==> src/rtl/rt_pkg.sv <==
package rt_pkg;
  typedef enum logic [1:0] {
    RA_CTRL = 2'd0,
    RA_DIV  = 2'd1,
    RA_LIM  = 2'd2
  } rt_addr_e;

  localparam int unsigned CTL_RUN  = 0;
  localparam int unsigned CTL_DOWN = 1;
  localparam int unsigned CTL_ONCE = 2;
endpackage

==> src/rtl/rt_regs.sv <==
module rt_regs
  import rt_pkg::*;
#(
  parameter int unsigned CNT_W  = 16,
  parameter int unsigned PSC_W  = 16,
  parameter int unsigned DATA_W = 16
) (
  input  logic              clk,
  input  logic              rst_n,
  input  logic              wr_en,
  input  logic [1:0]        wr_addr,
  input  logic [DATA_W-1:0] wr_data,
  input  logic              evt,
  output logic              run,
  output logic              down,
  output logic              once,
  output logic [PSC_W-1:0]  div_act,
  output logic [CNT_W-1:0]  lim_act,
  output logic [CNT_W-1:0]  lim_stg
);
  logic ctrl_wr, div_wr, lim_wr;
  logic run_q, run_d, down_q, down_d, once_q, once_d;
  logic [PSC_W-1:0] div_stg_q, div_stg_d, div_act_q, div_act_d;
  logic [CNT_W-1:0] lim_stg_q, lim_stg_d, lim_act_q, lim_act_d;

  always_comb begin
    ctrl_wr = wr_en && (wr_addr == RA_CTRL);
    div_wr  = wr_en && (wr_addr == RA_DIV);
    lim_wr  = wr_en && (wr_addr == RA_LIM);
    run_d  = run_q;
    down_d = down_q;
    once_d = once_q;
    if (ctrl_wr) begin
      run_d  = wr_data[CTL_RUN];
      down_d = wr_data[CTL_DOWN];
      once_d = wr_data[CTL_ONCE];
    end else if (evt && once_q) begin
      run_d = 1'b0;
    end
    div_stg_d = div_wr ? wr_data[PSC_W-1:0] : div_stg_q;
    lim_stg_d = lim_wr ? wr_data[CNT_W-1:0] : lim_stg_q;
    div_act_d = evt ? div_stg_q : div_act_q;
    lim_act_d = evt ? lim_stg_q : lim_act_q;
  end

  always_ff @(posedge clk or negedge rst_n) begin
    if (!rst_n) begin
      run_q     <= 1'b0;
      down_q    <= 1'b0;
      once_q    <= 1'b0;
      div_stg_q <= '0;
      div_act_q <= '0;
      lim_stg_q <= '1;
      lim_act_q <= '1;
    end else begin
      run_q     <= run_d;
      down_q    <= down_d;
      once_q    <= once_d;
      div_stg_q <= div_stg_d;
      div_act_q <= div_act_d;
      lim_stg_q <= lim_stg_d;
      lim_act_q <= lim_act_d;
    end
  end

  assign run     = run_q;
  assign down    = down_q;
  assign once    = once_q;
  assign div_act = div_act_q;
  assign lim_act = lim_act_q;
  assign lim_stg = lim_stg_q;


  once_stop_chk: assert property (@(posedge clk) disable iff (!rst_n)
    (evt && once_q && !ctrl_wr) |=> !run_q);

  ctrl_wins_chk: assert property (@(posedge clk) disable iff (!rst_n)
    (evt && ctrl_wr && wr_data[CTL_RUN]) |=> run_q);

  shadow_hold_chk: assert property (@(posedge clk) disable iff (!rst_n)
    !evt |=> ($stable(lim_act_q) && $stable(div_act_q)));
endmodule

==> src/rtl/rt_prescaler.sv <==
module rt_prescaler #(
  parameter int unsigned PSC_W = 16
) (
  input  logic             clk,
  input  logic             rst_n,
  input  logic             run,
  input  logic             restart,
  input  logic [PSC_W-1:0] limit,
  output logic             tick
);
  localparam logic [PSC_W-1:0] ONE = PSC_W'(1);
  logic [PSC_W-1:0] ph_q, ph_d;

  always_comb begin
    tick = run && (ph_q == limit);
    ph_d = ph_q;
    if (restart || tick) ph_d = '0;
    else if (run)        ph_d = ph_q + ONE;
  end

  always_ff @(posedge clk or negedge rst_n) begin
    if (!rst_n) ph_q <= '0;
    else        ph_q <= ph_d;
  end


  phase_bound_chk: assert property (@(posedge clk) disable iff (!rst_n)
    ph_q <= limit);

  restart_phase_chk: assert property (@(posedge clk) disable iff (!rst_n)
    restart |=> (ph_q == '0));
endmodule

==> src/rtl/rt_counter.sv <==
module rt_counter #(
  parameter int unsigned CNT_W = 16
) (
  input  logic             clk,
  input  logic             rst_n,
  input  logic             tick,
  input  logic             down,
  input  logic             restart,
  input  logic [CNT_W-1:0] top,
  input  logic [CNT_W-1:0] reload_val,
  output logic             wrap,
  output logic [CNT_W-1:0] count,
  output logic             update_o
);
  localparam logic [CNT_W-1:0] ONE = CNT_W'(1);
  logic [CNT_W-1:0] cnt_q, cnt_d;
  logic upd_q, upd_d, at_edge;

  always_comb begin
    at_edge = down ? (cnt_q == '0) : (cnt_q == top);
    wrap    = tick && at_edge;
    cnt_d   = cnt_q;
    if (restart || wrap) cnt_d = down ? reload_val : '0;
    else if (tick)       cnt_d = down ? (cnt_q - ONE) : (cnt_q + ONE);
    upd_d = restart || wrap;
  end

  always_ff @(posedge clk or negedge rst_n) begin
    if (!rst_n) begin
      cnt_q <= '0;
      upd_q <= 1'b0;
    end else begin
      cnt_q <= cnt_d;
      upd_q <= upd_d;
    end
  end

  assign count    = cnt_q;
  assign update_o = upd_q;


  up_step_chk: assert property (@(posedge clk) disable iff (!rst_n)
    (tick && !wrap && !down && !restart) |=> (count == $past(count) + ONE));

  down_step_chk: assert property (@(posedge clk) disable iff (!rst_n)
    (tick && !wrap && down && !restart) |=> (count == $past(count) - ONE));

  hold_chk: assert property (@(posedge clk) disable iff (!rst_n)
    (!tick && !restart) |=> $stable(count));

  up_wrap_chk: assert property (@(posedge clk) disable iff (!rst_n)
    (wrap && !down && !restart) |=> (update_o && count == '0));

  down_wrap_chk: assert property (@(posedge clk) disable iff (!rst_n)
    (wrap && down && !restart) |=> (update_o && count == $past(reload_val)));

  range_chk: assert property (@(posedge clk) disable iff (!rst_n)
    count <= top);
endmodule

==> src/rtl/reload_timer.sv <==
module reload_timer #(
  parameter int unsigned CNT_W = 16,
  parameter int unsigned PSC_W = 16
) (
  input  logic                                          clk,
  input  logic                                          rst_n,
  input  logic                                          wr_en,
  input  logic [1:0]                                    wr_addr,
  input  logic [((CNT_W > PSC_W) ? CNT_W : PSC_W)-1:0]  wr_data,
  input  logic                                          sw_update,
  output logic [CNT_W-1:0]                              count,
  output logic                                          update_o,
  output logic                                          running_o
);
  localparam int unsigned DATA_W = (CNT_W > PSC_W) ? CNT_W : PSC_W;

  logic [1:0] rsync_q;
  logic rst_int_n;
  logic run, down, once, tick, wrap, evt;
  logic [PSC_W-1:0] div_act;
  logic [CNT_W-1:0] lim_act, lim_stg;

  always_ff @(posedge clk or negedge rst_n) begin
    if (!rst_n) rsync_q <= 2'b00;
    else        rsync_q <= {rsync_q[0], 1'b1};
  end
  assign rst_int_n = rsync_q[1];

  assign evt = wrap || sw_update;

  rt_regs #(.CNT_W(CNT_W), .PSC_W(PSC_W), .DATA_W(DATA_W)) u_regs (
    .clk(clk), .rst_n(rst_int_n), .wr_en(wr_en), .wr_addr(wr_addr),
    .wr_data(wr_data), .evt(evt), .run(run), .down(down), .once(once),
    .div_act(div_act), .lim_act(lim_act), .lim_stg(lim_stg)
  );

  rt_prescaler #(.PSC_W(PSC_W)) u_psc (
    .clk(clk), .rst_n(rst_int_n), .run(run), .restart(sw_update),
    .limit(div_act), .tick(tick)
  );

  rt_counter #(.CNT_W(CNT_W)) u_cnt (
    .clk(clk), .rst_n(rst_int_n), .tick(tick), .down(down),
    .restart(sw_update), .top(lim_act), .reload_val(lim_stg),
    .wrap(wrap), .count(count), .update_o(update_o)
  );

  assign running_o = run;


  once_flag_chk: assert property (@(posedge clk) disable iff (!rst_int_n)
    (update_o && $past(once) && !$past(wr_en)) |-> !running_o);
endmodule

==> config.mk <==
export PLATFORM = sky130hd
export DESIGN_NAME = reload_timer
export DESIGN_NICKNAME = d
export VERILOG_FILES = /design/src/rtl/rt_pkg.sv /design/src/rtl/rt_regs.sv /design/src/rtl/rt_prescaler.sv /design/src/rtl/rt_counter.sv /design/src/rtl/reload_timer.sv
export SDC_FILE = /design/constraint.sdc
export NUM_CORES = 1
export LEC_CHECK = 0
export BUFFER_PORTS_ARGS = -buffer_cell sky130_fd_sc_hd__buf_2
export CORE_MARGIN = 5
export CORE_UTILIZATION = 65
export DETAILED_ROUTE_END_ITERATION = 10
export PLACE_DENSITY = 0.85
export SLEW_MARGIN = 15
export SYNTH_ARGS = -nofsm -noshare
export SYNTH_HDL_FRONTEND = slang
export SYNTH_SLANG_ARGS = --single-unit
==> constraint.sdc <==
create_clock -name clk -period 8.6 [get_ports clk]
set_input_delay 1.72 -clock clk [delete_from_list [all_inputs] [get_ports clk]]
set_output_delay 1.72 -clock clk [all_outputs]
set_load 0.01 [all_outputs]
==> results of run 1 <==
[worst max-delay path: stages (launching register included)]
cell      delay (ns)
dfrtp_1         0.34
buf_4           0.35
nor4b_1         0.30
nand4_1         0.20
o41ai_4         0.75
a21o_1          0.16
and2_2          0.86
a21boi_1        0.14
mux2_2          0.29
[where the power goes]
part	internal, mW	switching (mW)
Combinational	0.307	0.306
Sequential	0.613	0.124
Clock	0.143	0.161
Total	1.06	0.592
[metal layers]
layer | global-route usage, % | part of all wire (%) | vias to the layer above
li1 | - | - | 1647
met1 | 31.1 | 45 | 1752
met2 | 35.5 | 47 | 91
met3 | 5.56 | 5.5 | 22
met4 | 7.15 | 2.2 | 0
met5 | 0 | 0 | -
[registers in the layout, indices dropped and copies added, names as in the netlist]
signal / flops
u_regs.once: 1
u_regs.div_stg_q: 16
u_regs.lim_act: 16
u_regs.run: 1
rsync_q: 2
u_cnt.update_o: 1
u_regs.lim_stg: 16
u_regs.down: 1
u_regs.div_act: 16
u_psc.ph_q: 16
u_cnt.count: 16
[final cells by class]
cell class,count,area [sq um],share of cell area [%]
clock buffers,11,141,2.47
clock inverters,5,57.6,1.01
inverters,6,22.5,0.394
multi-input cells,317,2550,44.7
flip-flops and latches,102,2600,45.4
well taps,102,128,2.23
repair buffers,42,218,3.81
[cell usage after synthesis, types with 2 or more instances]
master | n | area [sq um]
dfstp_2 | 32 | 841
mux2_4 | 20 | 300
o31ai_1 | 2 | 15.0
a21o_1 | 7 | 52.6
nor2_1 | 37 | 139
mux2i_1 | 2 | 20.0
nor3_1 | 2 | 10.0
nand3b_1 | 2 | 15.0
clkbuf_1 | 12 | 45.0
o22ai_1 | 2 | 12.5
and3_1 | 4 | 25.0
a31oi_1 | 14 | 87.6
nand2b_1 | 2 | 12.5
o21a_1 | 2 | 15.0
nand2_1 | 24 | 90.1
a211oi_1 | 2 | 15.0
a21oi_1 | 10 | 50.1
o211ai_1 | 3 | 22.5
buf_12 | 2 | 40.0
o21ai_0 | 2 | 10.0
inv_1 | 6 | 22.5
nand4_1 | 9 | 56.3
dfrtp_1 | 70 | 1750
mux2_2 | 40 | 450
nand3_1 | 24 | 120
xor2_1 | 33 | 289
mux2_1 | 7 | 78.8
xnor2_1 | 27 | 236
nor4_1 | 6 | 37.5
ha_1 | 15 | 188
[cells by family (layout without fill, tap and decap cells)]
logic type | Yosys count | in the layout | share of synthesized area [%]
adder cells (fa/ha/maj) | 16 | 16 | 3.95
AO/OA/AOI/OAI | 55 | 55 | 7.56
AND/OR/NAND/NOR | 116 | 116 | 10.5
buffers and inverters | 22 | 64 | 2.54
flip-flops | 102 | 102 | 49.3
other | 1 | 1 | 0.0712
multiplexers | 69 | 69 | 16.1
XOR/XNOR | 60 | 60 | 9.98
[final timing paths]
| kind | from | cells past startpoint | slack [ns] | to |
|---|---|---|---|---|
| min reg2reg | rsync_q[1] | 0 | 0.25 | u_cnt.count[13] |
| max | u_regs.down | 8 | 5.06 | u_regs.run |
| max in group asynchronous | rsync_q[1] | 1 | 7.13 | u_cnt.count[15] |
| max reg2reg | u_regs.down | 8 | 5.06 | u_regs.run |
| min | rsync_q[1] | 0 | 0.25 | u_cnt.count[13] |
| min in group clk | rsync_q[0] | 0 | 0.37 | rsync_q[1] |
==> flow_metrics.tcl, run 1 <==
set metrics [dict create \
    yosysWarnings 0 \
    port_buffers 39 \
    fill_cells 552 \
    synth_cell_types 51 \
    route.antenna.remaining_nets 0 \
    cts.sinks 102 \
    fin_ws_ns 5.06 \
    first_pass_iters 5 \
    syn_inst 441 \
    status "finished clean" \
    avgSynthCellArea_sq_um 11.9 \
    final_common_cell "dfrtp_1" \
    timing.final.crit_share_pct 41.2 \
    fin_worst_skew_ns 0.00742 \
    final_util_pct 73.2 \
    design.core.area_sq_um 7810 \
    cts_buffer_depth 2 \
    ioPinCount 40 \
    wire_per_inst_um 18.3 \
    cts_setup_buffers 0 \
    cts_resized 0 \
    post-route-cell-area_sq_um 5720 \
    slew-limit-headroom_pct 28.1 \
    viasPerCell 6.00 \
    cts_tree "built" \
    worstSkewPairLatency_ns 0.36 \
    cts_root_buffer "clkbuf_8" \
    worst_setup_path_start_kind "register" \
    cts.reportedPaths.clkPinSlew_ns 0.10 \
    grt_setup_unrepaired "no" \
    h-tree-depth 3 \
    final_cell_mix "dfrtp_1, mux2_2, buf_2" \
    gp_congestion 0.831 \
    antenna_found_initial 0 \
    total_power_mw 1.66 \
    grt_overflow 0 \
    cp-end-kind "register" \
    setup.worst_path.class "reg -> reg" \
    peakVddDrop_mv 0.157 \
    dpl-instance-area_sq_um 5510 \
    grt_max_degree 74 \
    powerDensity_nw_per_um2 290 \
    synthFlopType "dfrtp_1" \
    cts_buffers 9 \
    power_leakage_nw 2.53 \
    initial_core_util_pct 67.4 \
    core.rowCount 32 \
    final_cells 585 \
    via_count 3512 \
    synth_edf_count 0 \
    syn2layout_area_growth_pct 8.60 \
    cp_data_required_time_ns 8.86 \
    synth_seq_cells 102 \
    hold_class "reg -> async" \
    groute.usage.overall_pct 22.6 \
    post-place-cells 569 \
    synth_nets 479 \
    tns_ns 0 \
    hold_violations 0 \
    grt_pass1_vias 3657 \
    hpwl_mm 7.58 \
    drv_slew 0 \
    setup_viol 0 \
    diodes 0 \
    critPathArrivalTime_ns 3.80 \
    hold_ws_ns 0.252 \
    die_h_um 100 \
    grt_pass1_wl_mm 17.9 \
    drive_gt1_share_pct 32.5 \
    synthArstFlopShare_pct 100 \
    die_x_um 100 \
    max_freq_mhz 282 \
    crit_fanout 36 \
    die-area_sq_um 10000 \
    wirelength_mm 10.7 \
    drt_iter0_markers 121 \
    pre_cts_ws_ns 4.81 \
    drc 0 \
    synth-seq-area-share_pct 49.3 \
    post-route-min-period_ns 3.54 \
    hold_buffers 0 \
    tightestPinTransition_ns 1.08 \
    final_nets 516 \
    synthesis.area_sq_um 5260 \
    max_cap_viol_count 0 \
]
No activity file was read; power rests on OpenSTA's default activity.
==> inputs of run 2 (changes only) <==
Settings changed: CORE_UTILIZATION 65 to 60, PLACE_DENSITY 0.85 to 0.8.
Clock period 8.6 ns to 3.5 ns, I/O delays scaled along.
==> run 2 against run 1 <==
  * Setup slack lost 4.4 ns
  * Global-route usage down 2.6 points
  * Flip-flop and latch count is the same
  * Clock power increased to 2.6 times the previous value
  * Hold slack lost 0.15 ns
  * Non-clock buffer count is 3 higher
  * Fmax grew 23%
  * Cell area up 1.1%
  * Critical endpoint is now u_cnt.count[14]
==> flow_metrics.tcl, run 2 (synthesized netlist as in run 1, its figures left out) <==
set metrics [dict create \
    hold_ws_ns 0.106 \
    switchingPower_mw 1.44 \
    hpwl_mm 7.60 \
    setup.worst_path.class "reg -> reg" \
    peakVddDrop_mv 0.384 \
    max_freq_mhz 348 \
    grt_pass1_vias 3592 \
    wire_per_inst_um 17.7 \
    slew-limit-headroom_pct 42.9 \
    viasPerCell 5.82 \
    groute.usage.overall_pct 20.0 \
    fin_worst_skew_ns 0.0127 \
    first_pass_iters 4 \
    h-tree-depth 3 \
    cts.sinks 102 \
    crit_fanout 17 \
    drt_iter0_markers 124 \
    cts_tree "built" \
    final_nets 519 \
    design.core.area_sq_um 8640 \
    grt_pass1_wl_mm 17.8 \
    cts_buffer_depth 2 \
    via_count 3456 \
    grt_max_degree 60 \
    worstSkewPairLatency_ns 0.36 \
    cts_setup_buffers 0 \
    final_common_cell "dfrtp_1" \
    drc 0 \
    switching_share_pct 35.1 \
    cts_root_buffer "clkbuf_8" \
    gp_congestion 0.852 \
    initial_core_util_pct 61.0 \
    final_util_pct 66.9 \
    p_int_mw 2.66 \
    drv_slew 0 \
    critPathArrivalTime_ns 3.09 \
    r2r-end "u_cnt.count[14]" \
    diodes 0 \
    die_x_um 104 \
    wirelength_mm 10.5 \
    route.antenna.remaining_nets 0 \
    port_buffers 39 \
    grt_setup_unrepaired "no" \
    r2r-start "u_regs.down" \
    setup_viol 0 \
    pwr-share-clk_pct 19.2 \
    die-area_sq_um 10700 \
    hold_violations 0 \
    hold_buffers 0 \
    worst_setup_path_start_kind "register" \
    timing.final.crit_share_pct 82.1 \
    reg2regPathDepth 8 \
    seq_power_share_pct 44.6 \
    core.rowCount 34 \
    tightestPinTransition_ns 0.853 \
    final_cell_mix "dfrtp_1, mux2_2, buf_2" \
    cp-end-kind "register" \
    dpl-instance-area_sq_um 5560 \
    pwr-share-comb_pct 36.2 \
    status "finished clean" \
    cts_resized 0 \
    max_cap_viol_count 0 \
    cts.reportedPaths.clkPinSlew_ns 0.09 \
    post-route-cell-area_sq_um 5780 \
    die_h_um 104 \
    drive_gt1_share_pct 32.9 \
    grt_overflow 0 \
    antenna_found_initial 0 \
    tns_ns 0 \
    ioPinCount 40 \
    cp_data_required_time_ns 3.72 \
    syn2layout_area_growth_pct 9.79 \
    total_power_mw 4.10 \
    post-route-min-period_ns 2.87 \
    powerDensity_nw_per_um2 709 \
    power_leakage_nw 2.55 \
    cts_buffers 9 \
    hold_class "in -> async" \
    r2r_slack_ns 0.63 \
]
run 2: changes by cell type in the layout (fill, tap and decap cells not counted), sizes merged:
cell / before / now
buf: 42 / 45
clkinv: 3 / 2
clkbuf: 11 / 12
run 2: layout make-up:
type,count,area (sq um)
well taps,108,135
clock inverters,4,52.6
repair buffers,45,253
fillers,655,2860
flip-flops and latches,102,2600
multi-input cells,317,2550
inverters,6,22.5
clock buffers,12,166
run 2: power groups by stage:
stage | registers [mW] | clock network [mW] | logic [mW]
3_3_place_gp | 1.84 | 0 | 1.43
5_1_grt | 1.87 | 0.857 | 1.64
2_1_floorplan | 1.79 | 0 | 1.12
6_report | 1.83 | 0.787 | 1.48
4_1_cts | 1.83 | 0.805 | 1.48
3_5_place_dp | 1.85 | 0 | 1.47
run 2: how the worst max path moves through the flow:
stage	slack, ns	cells past startpoint	to	startpoint
final	0.63	8	u_cnt.count[14]	u_regs.down
after detailed placement	0.64	8	u_cnt.count[14]	u_regs.down
after global routing	0.43	8	u_cnt.count[14]	u_regs.down
after floorplan	0.50	0	u_cnt.count[0]	rsync_q[1]
after global placement	0.70	8	u_cnt.count[14]	u_regs.down
after CTS	0.63	8	u_cnt.count[14]	u_regs.down
run 2: routing by layer:
metal  up-vias  GRT usage (%)  share of wire [%]
li1       1649              -                  -
met1      1727           27.4                 47
met2        67           32.0                 48
met3        13           5.22                3.9
met4         0           4.72                1.1
met5         -              0                  0
run 2: stage by stage:
| stage | instances | setup WS [ns] |
|---|---|---|
| global placement | 578 | 0.701 |
| detailed placement | 578 | 0.641 |
| CTS | 594 | 0.634 |
| finish | 594 | 0.627 |
| global route | 594 | 0.432 |
| floorplan | 441 | 0.504 |
run 2: critical path, cell delays in order, from the launching register on:
cell       delay (ns)
dfrtp_1          0.75
ha_1             0.40
a21o_1           0.18
a221o_1          0.42
a2111oi_2        0.44
o31ai_1          0.15
xor2_1           0.15
a32oi_1          0.17
a21oi_1          0.09
==> inputs of run 3 (changes only) <==
Clock period 3.5 ns to 2.7 ns, I/O delays scaled along.
==> run 3 against run 2 <==
  * Clock skew down 0.00080 ns
  * Critical endpoint is now u_cnt.count[15]
  * Critical path depth grew 1
  * Wire length up 0.85%
  * Global-route usage increased by 0.64 points
  * Largest cell class unchanged
  * Sequential power increased by 28%
  * Fmax rose by 12%
  * Largest power group unchanged
  * Cell area is 1.5% higher
  * Sequential share of layout area shrank 0.64 points
  * Clock power is 31% higher
  * Combinational power up 36%
==> flow_metrics.tcl, run 3 (synthesized netlist as in run 1, its figures left out) <==
set metrics [dict create \
    h-tree-depth 3 \
    hold_violations 0 \
    r2r-start "u_regs.down" \
    status "finished clean" \
    drive_gt1_share_pct 34.1 \
    grt_pass1_wl_mm 18.5 \
    dpl-instance-area_sq_um 5610 \
    worst-path-buf-inv 1 \
    port_buffers 39 \
    post-route-cell-area_sq_um 5870 \
    seq_power_share_pct 43.5 \
    cpPeakStageDelay_ns 0.48 \
    antenna_found_initial 0 \
    crit_fanout 11 \
    die-area_sq_um 10700 \
    post-route-min-period_ns 2.57 \
    first_pass_iters 5 \
    peakVddDrop_mv 0.431 \
    cts_buffer_depth 2 \
    design.core.area_sq_um 8640 \
    fin_worst_skew_ns 0.0119 \
    pwr-share-comb_pct 37.3 \
    cp-end-kind "register" \
    grt_max_degree 49 \
    worst_setup_path_start_kind "register" \
    switchingPower_mw 1.90 \
    syn2layout_area_growth_pct 11.4 \
    r2r-end "u_cnt.count[15]" \
    total_power_mw 5.39 \
    slowest_stage "dfrtp_2" \
    setup.worst_path.class "reg -> reg" \
    viasPerCell 5.87 \
    die_h_um 104 \
    drt_iter0_markers 157 \
    fin_ws_ns 0.131 \
    pwr-share-clk_pct 19.2 \
    critPathTopFamily "compound AO/OA/AOI/OAI gates" \
    die_x_um 104 \
    power_leakage_nw 2.59 \
    cts_buffers 9 \
    drc 0 \
    powerDensity_nw_per_um2 919 \
    core.rowCount 34 \
    fill_cells 652 \
    worstSkewPairLatency_ns 0.36 \
    final_nets 526 \
    hpwl_mm 7.67 \
    cts.sinks 102 \
    tightestPinTransition_ns 0.821 \
    wirelength_mm 10.6 \
    wl_met3_um 541 \
    tns_ns 0 \
    via_count 3529 \
    multi_input_area_sq_um 2570 \
    groute.usage.overall_pct 20.6 \
    wire_per_inst_um 17.6 \
    drt-met1-wl_mm 5.06 \
    max_freq_mhz 389 \
    hold_class "reg -> async" \
    final_cell_mix "dfrtp_1, mux2_2, buf_2" \
    max_cap_viol_count 0 \
    regArea_sq_um 2600 \
    cts_tree "built" \
    reg2regPathDepth 9 \
    drv_slew 0 \
    path_cells "buf_4 > ha_1 > a21o_1 > a2111oi_0 > o31ai_1 > o22ai_1 > xnor2_1 > nand4_1 > o311ai_0" \
    critPathArrivalTime_ns 2.82 \
    r2r_slack_ns 0.13 \
    initial_core_util_pct 61.0 \
    wl_met2_mm 4.97 \
    diodes 0 \
    ioPinCount 40 \
    setup_viol 0 \
    grt_overflow 0 \
    switching_share_pct 35.2 \
    cp_data_required_time_ns 2.95 \
    gp_congestion 0.875 \
    final_common_cell "dfrtp_1" \
    grt_pass1_vias 3578 \
    cts.reportedPaths.clkPinSlew_ns 0.10 \
    top_layer_used "met4" \
    route.antenna.remaining_nets 0 \
    grt_setup_unrepaired "no" \
    slew-limit-headroom_pct 45.1 \
    pre_cts_ws_ns 0.0946 \
    cts_root_buffer "clkbuf_8" \
    timing.final.crit_share_pct 95.2 \
    p_int_mw 3.49 \
]
[run 3: cell types whose count changed in the layout (fill, tap and decap cells not counted), sizes merged]
| cell | before | now |
|---|---|---|
| dlygate4sd3 | 0 | 1 |
| buf | 45 | 51 |
| clkbuf | 12 | 11 |
| inv | 7 | 8 |
[run 3: timing repair]
action | CTS | global route
hold buffers | 1 | 0
resized for setup | 0 | 2
endpoints found under the setup margin | 0 | 15
hold endpoints to repair | 2 | 0
setup buffers | 0 | 0
[run 3: routing by layer]
layer | up-vias | GRT usage (%)
met1 | 1770 | 30.6
met2 | 87 | 31.0
met5 | - | 0
met3 | 6 | 5.60
met4 | 0 | 3.42
li1 | 1666 | -
[run 3: final cells by class]
cell class              instances  share of cell area, %
multi-input cells             317                   43.7
clock buffers                  11                   2.77
well taps                     108                   2.30
inverters                       6                  0.384
clock inverters                 5                   1.05
flip-flops and latches        102                   44.3
repair buffers                 52                   5.46
[run 3: worst max path at each step]
stage	end	start	depth (start not counted)	slack, ns
floorplan	u_cnt.count[14]	u_regs.down	8	0.13
global placement	u_cnt.count[14]	u_regs.down	8	0.16
detailed placement	u_cnt.count[14]	u_regs.down	8	0.09
CTS	u_cnt.count[14]	u_regs.down	8	0.08
global route	u_cnt.count[8]	u_regs.down	9	0.01
finish	u_cnt.count[15]	u_regs.down	9	0.13
[run 3: power groups by stage]
| stage | sequential [mW] | combinational [mW] | clock (mW) |
|---|---|---|---|
| floorplan | 2.31 | 1.45 | 0 |
| global placement | 2.36 | 1.91 | 0 |
| detailed placement | 2.37 | 1.96 | 0 |
| CTS | 2.35 | 1.98 | 1.06 |
| global route | 2.40 | 2.22 | 1.14 |
| finish | 2.35 | 2.01 | 1.03 |
[run 3: stage by stage]
stage | std cells | utilization (%) | hold slack [ns]
2_1_floorplan | 441 | - | 0.244
3_3_place_gp | 584 | 65.0 | 0.324
3_5_place_dp | 584 | 65.0 | 0.327
4_1_cts | 601 | 67.7 | 0.371
5_1_grt | 601 | 67.9 | 0.388
6_report | 601 | 67.9 | 0.347
